## src/rtl/wim_pkg.sv

```systemverilog
`timescale 1ns/1ps
package wim_pkg;

    localparam logic [2:0] CMD_NOP = 3'd0;
    localparam logic [2:0] CMD_DES = 3'd1;
    localparam logic [2:0] CMD_WR  = 3'd2;
    localparam logic [2:0] CMD_PRE = 3'd3;

    localparam int NUM_ERR = 5;

    localparam logic [2:0] ERR_NONE  = 3'd0;
    localparam logic [2:0] ERR_BL4   = 3'd1;
    localparam logic [2:0] ERR_SPACE = 3'd2;
    localparam logic [2:0] ERR_AP    = 3'd3;
    localparam logic [2:0] ERR_GAP   = 3'd4;
    localparam logic [2:0] ERR_EARLY = 3'd5;

    typedef enum logic [1:0] {
        ST_IDLE = 2'd0,
        ST_D1   = 2'd1,
        ST_D2   = 2'd2,
        ST_D3   = 2'd3
    } wim_state_t;

endpackage

```

## src/rtl/wim_intr_fsm.sv

```systemverilog
`timescale 1ns/1ps
module wim_intr_fsm
    import wim_pkg::*;
(
    input  logic clk,
    input  logic rst_n,
    input  logic is_wr,
    input  logic is_quiet,
    input  logic a10,
    input  logic bl8,
    output logic f_bl4,
    output logic f_space,
    output logic f_ap,
    output logic f_gap
);

    wim_state_t state;
    wim_state_t nxt;
    logic       prev_ap;
    logic       gap_dirty;

    // state register
    always_ff @(posedge clk) begin
        if (!rst_n) begin
            state <= ST_IDLE;
        end else begin
            state <= nxt;
        end
    end

    // context of the most recent WRITE and of the slot after it
    always_ff @(posedge clk) begin
        if (!rst_n) begin
            prev_ap   <= 1'b0;
            gap_dirty <= 1'b0;
        end else begin
            if (is_wr) begin
                prev_ap <= a10;
            end
            if (state == ST_D1 && !is_wr) begin
                gap_dirty <= !is_quiet;
            end
        end
    end

    // next state and violation flags
    always_comb begin
        nxt     = state;
        f_bl4   = 1'b0;
        f_space = 1'b0;
        f_ap    = 1'b0;
        f_gap   = 1'b0;
        unique case (state)
            ST_IDLE: begin
                if (is_wr) begin
                    nxt = ST_D1;
                end
            end
            ST_D1: begin
                if (is_wr) begin
                    nxt = ST_D1;
                    if (!bl8) begin
                        f_bl4 = 1'b1;
                    end else begin
                        f_space = 1'b1;
                    end
                end else begin
                    nxt = bl8 ? ST_D2 : ST_IDLE;
                end
            end
            ST_D2: begin
                if (is_wr) begin
                    nxt   = ST_D1;
                    f_ap  = prev_ap;
                    f_gap = gap_dirty;
                end else begin
                    nxt = ST_D3;
                end
            end
            ST_D3: begin
                if (is_wr) begin
                    nxt     = ST_D1;
                    f_space = 1'b1;
                end else begin
                    nxt = ST_IDLE;
                end
            end
            default: begin
                nxt = ST_IDLE;
            end
        endcase
    end

endmodule

```

## src/rtl/wim_bank_timer.sv

```systemverilog
`timescale 1ns/1ps
module wim_bank_timer #(
    parameter int CNT_W = 6
) (
    input  logic             clk,
    input  logic             rst_n,
    input  logic             load,
    input  logic [CNT_W-1:0] load_val,
    output logic             busy
);

    logic [CNT_W-1:0] cnt;
    logic [CNT_W-1:0] dec;

    assign dec = (cnt == '0) ? '0 : cnt - 1'b1;

    always_ff @(posedge clk) begin
        if (!rst_n) begin
            cnt <= '0;
        end else if (load) begin
            cnt <= (load_val > dec) ? load_val : dec;
        end else begin
            cnt <= dec;
        end
    end

    assign busy = (cnt != '0);

endmodule

```

## src/rtl/wim_err_collect.sv

```systemverilog
`timescale 1ns/1ps
module wim_err_collect
    import wim_pkg::*;
(
    input  logic               clk,
    input  logic               rst_n,
    input  logic [NUM_ERR-1:0] hit,
    output logic               pulse,
    output logic [2:0]         code,
    output logic [NUM_ERR-1:0] sticky
);

    // lowest code wins: scan from the top so the lowest index is assigned last
    always_comb begin
        code = ERR_NONE;
        for (int i = NUM_ERR - 1; i >= 0; i--) begin
            if (hit[i]) begin
                code = 3'(i + 1);
            end
        end
    end

    assign pulse = |hit;

    always_ff @(posedge clk) begin
        if (!rst_n) begin
            sticky <= '0;
        end else begin
            sticky <= sticky | hit;
        end
    end

endmodule

```

## src/rtl/wr_intr_monitor.sv

```systemverilog
`timescale 1ns/1ps
module wr_intr_monitor
    import wim_pkg::*;
#(
    parameter int NBANK  = 8,
    parameter int BANK_W = $clog2(NBANK),
    parameter int AL_W   = 3,
    parameter int CL_W   = 3,
    parameter int TWR    = 3
) (
    input  logic               clk,
    input  logic               rst_n,
    input  logic [2:0]         cmd,
    input  logic [BANK_W-1:0]  bank,
    input  logic               a10,
    input  logic               bl8,
    input  logic [AL_W-1:0]    al,
    input  logic [CL_W-1:0]    cl,
    output logic               err_pulse,
    output logic [2:0]         err_code,
    output logic [NUM_ERR-1:0] err_sticky
);

    localparam int MAX_REC = (1 << AL_W) + (1 << CL_W) + 4 + TWR;
    localparam int CNT_W   = $clog2(MAX_REC) + 1;

    logic             is_wr;
    logic             is_pre;
    logic             is_quiet;
    logic [CNT_W-1:0] wl_q;
    logic [CNT_W-1:0] half_burst;
    logic [CNT_W-1:0] rec_m1;
    logic [NBANK-1:0] busy;
    logic             f_bl4;
    logic             f_space;
    logic             f_ap;
    logic             f_gap;
    logic             f_early;
    logic [NUM_ERR-1:0] hit;

    assign is_wr    = (cmd == CMD_WR);
    assign is_pre   = (cmd == CMD_PRE);
    assign is_quiet = (cmd == CMD_NOP) || (cmd == CMD_DES);

    // write latency captured while reset is held
    always_ff @(posedge clk) begin
        if (!rst_n) begin
            wl_q <= CNT_W'(al) + CNT_W'(cl) - CNT_W'(1);
        end
    end

    // recovery is always timed from the full programmed burst
    assign half_burst = bl8 ? CNT_W'(4) : CNT_W'(2);
    assign rec_m1     = wl_q + half_burst + CNT_W'(TWR) - CNT_W'(1);

    wim_intr_fsm u_fsm (
        .clk      (clk),
        .rst_n    (rst_n),
        .is_wr    (is_wr),
        .is_quiet (is_quiet),
        .a10      (a10),
        .bl8      (bl8),
        .f_bl4    (f_bl4),
        .f_space  (f_space),
        .f_ap     (f_ap),
        .f_gap    (f_gap)
    );

    for (genvar gi = 0; gi < NBANK; gi++) begin : g_bank
        wim_bank_timer #(
            .CNT_W (CNT_W)
        ) u_timer (
            .clk      (clk),
            .rst_n    (rst_n),
            .load     (is_wr && (bank == BANK_W'(gi))),
            .load_val (rec_m1),
            .busy     (busy[gi])
        );
    end

    assign f_early = is_pre && (a10 ? (|busy) : busy[bank]);

    assign hit = {f_early, f_gap, f_ap, f_space, f_bl4};

    wim_err_collect u_err (
        .clk    (clk),
        .rst_n  (rst_n),
        .hit    (hit),
        .pulse  (err_pulse),
        .code   (err_code),
        .sticky (err_sticky)
    );

endmodule

```

## config.mk

```make
export PLATFORM = sky130hd
export DESIGN_NAME = wr_intr_monitor
export DESIGN_NICKNAME = d
export VERILOG_FILES = /design/src/rtl/wim_pkg.sv /design/src/rtl/wim_intr_fsm.sv /design/src/rtl/wim_bank_timer.sv /design/src/rtl/wim_err_collect.sv /design/src/rtl/wr_intr_monitor.sv
export SDC_FILE = /design/constraint.sdc
export NUM_CORES = 1
export LEC_CHECK = 0
export BUFFER_PORTS_ARGS = -buffer_cell sky130_fd_sc_hd__buf_4
export CAP_MARGIN = 20
export CELL_PAD_IN_SITES_DETAIL_PLACEMENT = 0
export CELL_PAD_IN_SITES_GLOBAL_PLACEMENT = 2
export CORE_ASPECT_RATIO = 0.9
export CORE_MARGIN = 3
export CORE_UTILIZATION = 41
export DETAILED_ROUTE_END_ITERATION = 7
export PLACE_DENSITY_LB_ADDON = 0.2
export SLEW_MARGIN = 40
export SYNTH_ARGS = -nofsm -noshare
export SYNTH_HDL_FRONTEND = slang
export SYNTH_SLANG_ARGS = --single-unit
```

## constraint.sdc

```tcl
create_clock -name clk -period 6.6 [get_ports clk]
set_input_delay 1.65 -clock clk [delete_from_list [all_inputs] [get_ports clk]]
set_output_delay 1.65 -clock clk [all_outputs]
set_load 0.1 [all_outputs]
```

# Word-level counts from Yosys, hierarchy flattened
# Cells that the tools add are included.
dict set report classes {
  addsub 13
  n_lt_le_gt_ge 9
  eq_ne 14
  n_mux 50
  n_bitwise 1
  n_reduce_logical 34
}
# op count
set ops {}
lappend ops {{2-to-1 mux 6 bit} 24}
lappend ops {{subtractor 6 x 1 -> 6 bit (second input constant)} 9}
lappend ops {{> comparator 6 bit} 8}
lappend ops {{logical NOT 6 bit} 8}
lappend ops {{nonzero test 6 bit} 8}
lappend ops {{2-to-1 mux 3 bit} 6}
lappend ops {{2-to-1 mux 1 bit} 13}
lappend ops {{== test 3 x 2 -> 1 bit (second input constant)} 4}
lappend ops {{== test 3 bit (second input constant)} 4}
lappend ops {{logical AND 1 bit} 10}
lappend ops {{2-to-1 mux 2 bit} 4}
lappend ops {{one-hot mux 2 bit (4 select lines)} 1}
lappend ops {{OR reduction 8 bit} 1}
lappend ops {{adder 6 x 2 -> 6 bit (second input constant)} 1}
lappend ops {{adder 6 x 3 -> 6 bit} 1}
lappend ops {{== test 3 x 1 -> 1 bit (second input constant)} 2}
lappend ops {{logical NOT 3 bit} 2}
lappend ops {{bitwise OR 5 bit} 1}
lappend ops {{OR reduction 5 bit} 1}
lappend ops {{subtractor 4 x 1 -> 5 bit (second input constant)} 1}
lappend ops {{adder 3 x 3 -> 4 bit} 1}
lappend ops {{== test 2 bit (second input constant)} 2}
lappend ops {{less-than comparator 3 x 4 -> 1 bit (second input constant)} 1}
lappend ops {{binary-select mux 1 bit (select 3 bit)} 1}
lappend ops {{6 further kinds} 7}
dict set report word_totals {
  regBits 63
  output_inout_bits 9
}

# Depth between registers and ports, before layout
dict set report depth {
  word_depth 10
  depth_mapped 14
  mapped_depth_nobuf 13
}

# By module
# A second synthesis with hierarchy kept.
dict set report hier_totals {
  cells_unflattened 612
  area_unflattened_um2 5326.4
}
# module instances cells_each area_per_inst_um2
set by_module_without_submodules {}
lappend by_module_without_submodules {wim_bank_timer 8 63 541.8}
lappend by_module_without_submodules {wr_intr_monitor 1 71 608.1}
lappend by_module_without_submodules {wim_intr_fsm 1 19 201.4}
lappend by_module_without_submodules {wim_err_collect 1 18 182.7}

# Worst setup path after synthesis
# No wires, ideal clock.
dict set report synth_timing {
  path_type {input port to output port}
  from {input cmd[0]}
  to {output err_code[0]}
  arrival_time_ns 4.470
  t_required_ns 4.950
  slack_ns 0.480
  path_stages 3
  n_path_buf 1
  path_cell_list {or3b_1 buf_2 o31ai_1}
}
dict set report synth_via {
  elab_chain_len 7
  word_cells_on_any_way 17
  cone_classes {eq/ne (2); mux (14); reduce/logical (1)}
}
# item line_no
set synth_lines {}
lappend synth_lines {{start, declared} wr_intr_monitor.sv:13} ;# input logic [2:0] cmd,
lappend synth_lines {{== test 3 x 2 -> 1 bit, on equally long branches} {wr_intr_monitor.sv:41, wr_intr_monitor.sv:42}}
lappend synth_lines {{2-to-1 mux 1 bit or logical AND 1 bit (tied branches)} {wim_intr_fsm.sv:72, wr_intr_monitor.sv:81}}
lappend synth_lines {{2-to-1 mux 1 bit or 2-to-1 mux 3 bit (tied branches)} {wim_intr_fsm.sv:53, wim_err_collect.sv:17}}
lappend synth_lines {{2-to-1 mux 3 bit (3 in series)} wim_err_collect.sv:17} ;# if (hit[i]) begin
lappend synth_lines {{2-to-1 mux 3 bit *} wim_err_collect.sv:17}
lappend synth_lines {{end, declared} wr_intr_monitor.sv:20} ;# output logic [2:0] err_code,
# Every way passes the cells marked *; elsewhere a longest branch is shown, timed or not.

# Worst setup path in the final report
dict set report layout_timing {
  from {input bank[0]}
  to {output err_code[0]}
}
dict set report layout_via {
  elab_chain_len 9
}
# item line_no
set layout_lines {}
lappend layout_lines {{start, declared} wr_intr_monitor.sv:14} ;# input logic [BANK_W-1:0] bank,
lappend layout_lines {{binary-select mux 1 bit (select 3 bit)} wr_intr_monitor.sv:81} ;# assign f_early = is_pre && (a10 ? (|busy) : busy[bank]);
lappend layout_lines {{2-to-1 mux 1 bit (not written as such)} wr_intr_monitor.sv:81}
lappend layout_lines {{2-to-1 mux 1 bit} wr_intr_monitor.sv:81}
lappend layout_lines {{logical AND 1 bit} wr_intr_monitor.sv:81}
lappend layout_lines {{2-to-1 mux 3 bit (5 in series)} wim_err_collect.sv:17}
# No other way between the ends. The select of a mux whose other input is x is not followed.

==> out/metrics.csv <==
stage;metric;value;unit
yosys;synth.most_common_cell;nor2_1;
sta;slew_headroom;49.0;%
place;portBuffers;24;
finish;drive_gt1_share;9.40;%
power_and_ir_drop;netSwitchingPower;1.39;mW
worst_setup_path;crit_fanout;8;
global_routing;grt_max_degree;45;
die;fp.dieW;120;um
worst_setup_path;cp.required;4.95;ns
yosys;synth_area;4790;um2
clocking;postCtsSetupRepairBufs;0;
sta;finalClockSkew;0.00611;ns
yosys;synth_top_area_share;23.8;%
power_and_ir_drop;power_frac_seq;20.1;%
yosys;ys_top_cells_by_count;nor2_1 (66), dfxtp_1 (57), ha_1 (50), nand2_1 (47), inv_1 (46);
clocking;clkLatencyLatePin;0.33;ns
clocking;htreeDepth;3;
global_routing;grt_overflow;0;
finish;seq_area;1290;um2
yosys;synth_nets;656;
yosys;yosys_warnings;0;
worst_hold_path;worstHoldPathType;reg2reg;
clocking;clk_pin_slew;0.06;ns
yosys;synthDistinctLibCells;74;
die;num_rows;36;
finish;area_growth;12.9;%
routing;finalWirelength;13200;um
routing;vias;4321;
place;dpl.cell_count;753;
routing;routedWlPerCell;17.1;um
yosys;async_flop_share;0;%
yosys;yosys_most_used_dff;dfxtp_1;
sta;hold_viol;0;
global_routing;track_usage;21.3;%
routing;first_iter_violations;267;
run;maxCapViolCount;0;
finish;layoutNonFillerInstCount;769;
clocking;cts_hold_buf;0;
worst_setup_path;critPathArrivalTime;3.42;ns
global_routing;grt_pass1_vias;4273;
yosys;seq_area_frac_synth;27.0;%
power_and_ir_drop;power_leakage;2.38;nW
power_and_ir_drop;swShare;46.4;%
yosys;ys_ff_latch;62;
die;dieArea;13000;um2
die;ios;25;
sta;slew_violations;0;
power_and_ir_drop;p_int;1.60;mW
outcome;status;completed;
yosys;synth_edf_count;5;
clocking;cts_resized;0;
sta;fmax;197;MHz
place;placed_cell_area;5120;um2
power_and_ir_drop;p_comb_share;64.6;%
clocking;clockRootBuffer;clkbuf_16;
routing;route.detailed.drc;0;
yosys;synthCells;588;
worst_setup_path;start_kind;input port;
sta;min_period;5.07;ns
finish;fin_util;48.6;%
finish;multi_input_comb_area;3270;um2
power_and_ir_drop;clock_power_share;15.3;%
power_and_ir_drop;p_total;2.99;mW
place;place_ws;1.55;ns
yosys;synth.area.top_cells;dfxtp_1 (24%), ha_1 (13%), mux2i_1 (5.6%), nor2_1 (5.2%), nand2_1 (3.7%);
sta;hold_ws;0.452;ns
die;start_util;43.0;%
worst_setup_path;end_kind;primary output;
finish;finalInstanceArea;5410;um2
clocking;numCtsBuffers;9;
finish;fill_cells;1136;
sta;tightest_slew;0.754;ns
yosys;yosys.area.top_type;dfxtp_1;
power_and_ir_drop;power.density;554;nW/um2
sta;setup_ws;1.53;ns
finish;diodes;0;
worst_setup_path;crit_type;in2out;
clocking;cts_buffer_depth;2;
sta;period_share;76.8;%
global_routing;grt_pass1_wl;21800;um
finish;fin_nets;680;
die;core_area;11100;um2
routing;drt_pass1_iterations;5;
place;place_congestion;0.821;
power_and_ir_drop;ir_worst_vdd;0.244;mV
clocking;clock_sinks;62;
yosys;avgSynthCellArea;8.14;um2
sta;final-setup-viol-count;0;
sta;fin_setup_tns;0;ns
routing;vias_per_cell;5.62;
routing;ant_nets;0;
sta;grt_setup_unrepaired;no;
clocking;cts_tree;built;
die;chipHeight;108;um
global_routing;antenna_found_initial;1;
place;hpwl;9920;um
==> worst paths after layout <==
kind	start	end	slack, ns	cells after the start
max	bank[0]	err_code[0]	1.53	7
min	u_err.sticky[4]	u_err.sticky[4]	0.45	2
max reg2reg	wl_q[2]	g_bank[6].u_timer.cnt[2]	3.03	10
min reg2reg	u_err.sticky[4]	u_err.sticky[4]	0.45	2
==> cells in the final DEF, fill, tap and decap left out, drive strengths merged, types with 18 or more instances in the layout <==
cell type  count
a21oi         28
buf           25
dfxtp         57
ha            50
inv           48
mux2i         27
nand2         47
nand3         22
nor2          67
nor2b         18
nor3          20
o21ai         19
==> critical path, cell delays in order <==
cell	delay (ns)
buf_4	0.12
nor2b_1	0.31
a221oi_1	0.16
or4b_2	0.66
nand3_1	0.17
o31ai_1	0.10
buf_4	0.24
==> sequential cells by signal, indices dropped and copies added (netlist names) <==
name / count
u_err.sticky: 5
u_fsm.prev_ap: 1
wl_q: 5
g_bank.u_timer.cnt: 48
u_fsm.state: 2
u_fsm.gap_dirty: 1
==> layout make-up <==
class                           count  share of cell area [%]
Multi-Input combinational cell    465                    60.5
Timing Repair Buffer               25                    3.47
Sequential cell                    62                    23.9
Tap cell                          152                    3.52
Clock inverter                      7                    1.02
Inverter                           49                    3.43
Clock buffer                        9                    4.17
==> layer usage <==
layer | vias up | share of wire (%) | global-route usage [%]
met5 | - | 0 | 0
li1 | 2171 | - | -
met2 | 84 | 46 | 35.4
met1 | 2049 | 47 | 28.2
met4 | 0 | 1.6 | 5.23
met3 | 17 | 4.9 | 4.71
==> power groups by stage <==
stage | registers (mW) | logic [mW] | clock network (mW)
CTS | 0.601 | 1.93 | 0.463
global placement | 0.603 | 1.88 | 0
detailed placement | 0.608 | 1.91 | 0
floorplan | 0.585 | 1.50 | 0
finish | 0.603 | 1.93 | 0.459
global route | 0.621 | 2.20 | 0.478
==> kinds of logic (layout without fill, tap and decap cells) <==
logic type | after synthesis | count (layout) | share of synthesized area [%]
AOI/OAI and AO/OA | 108 | 108 | 15.9
xor gates and xnor gates | 14 | 14 | 2.72
adders and majority gates | 56 | 56 | 14.8
buffers and inverters | 61 | 90 | 4.81
DFF | 62 | 62 | 27.0
muxes | 37 | 37 | 8.08
and+or+nand+nor | 250 | 250 | 26.7
Power figures use the tool's default switching activity.
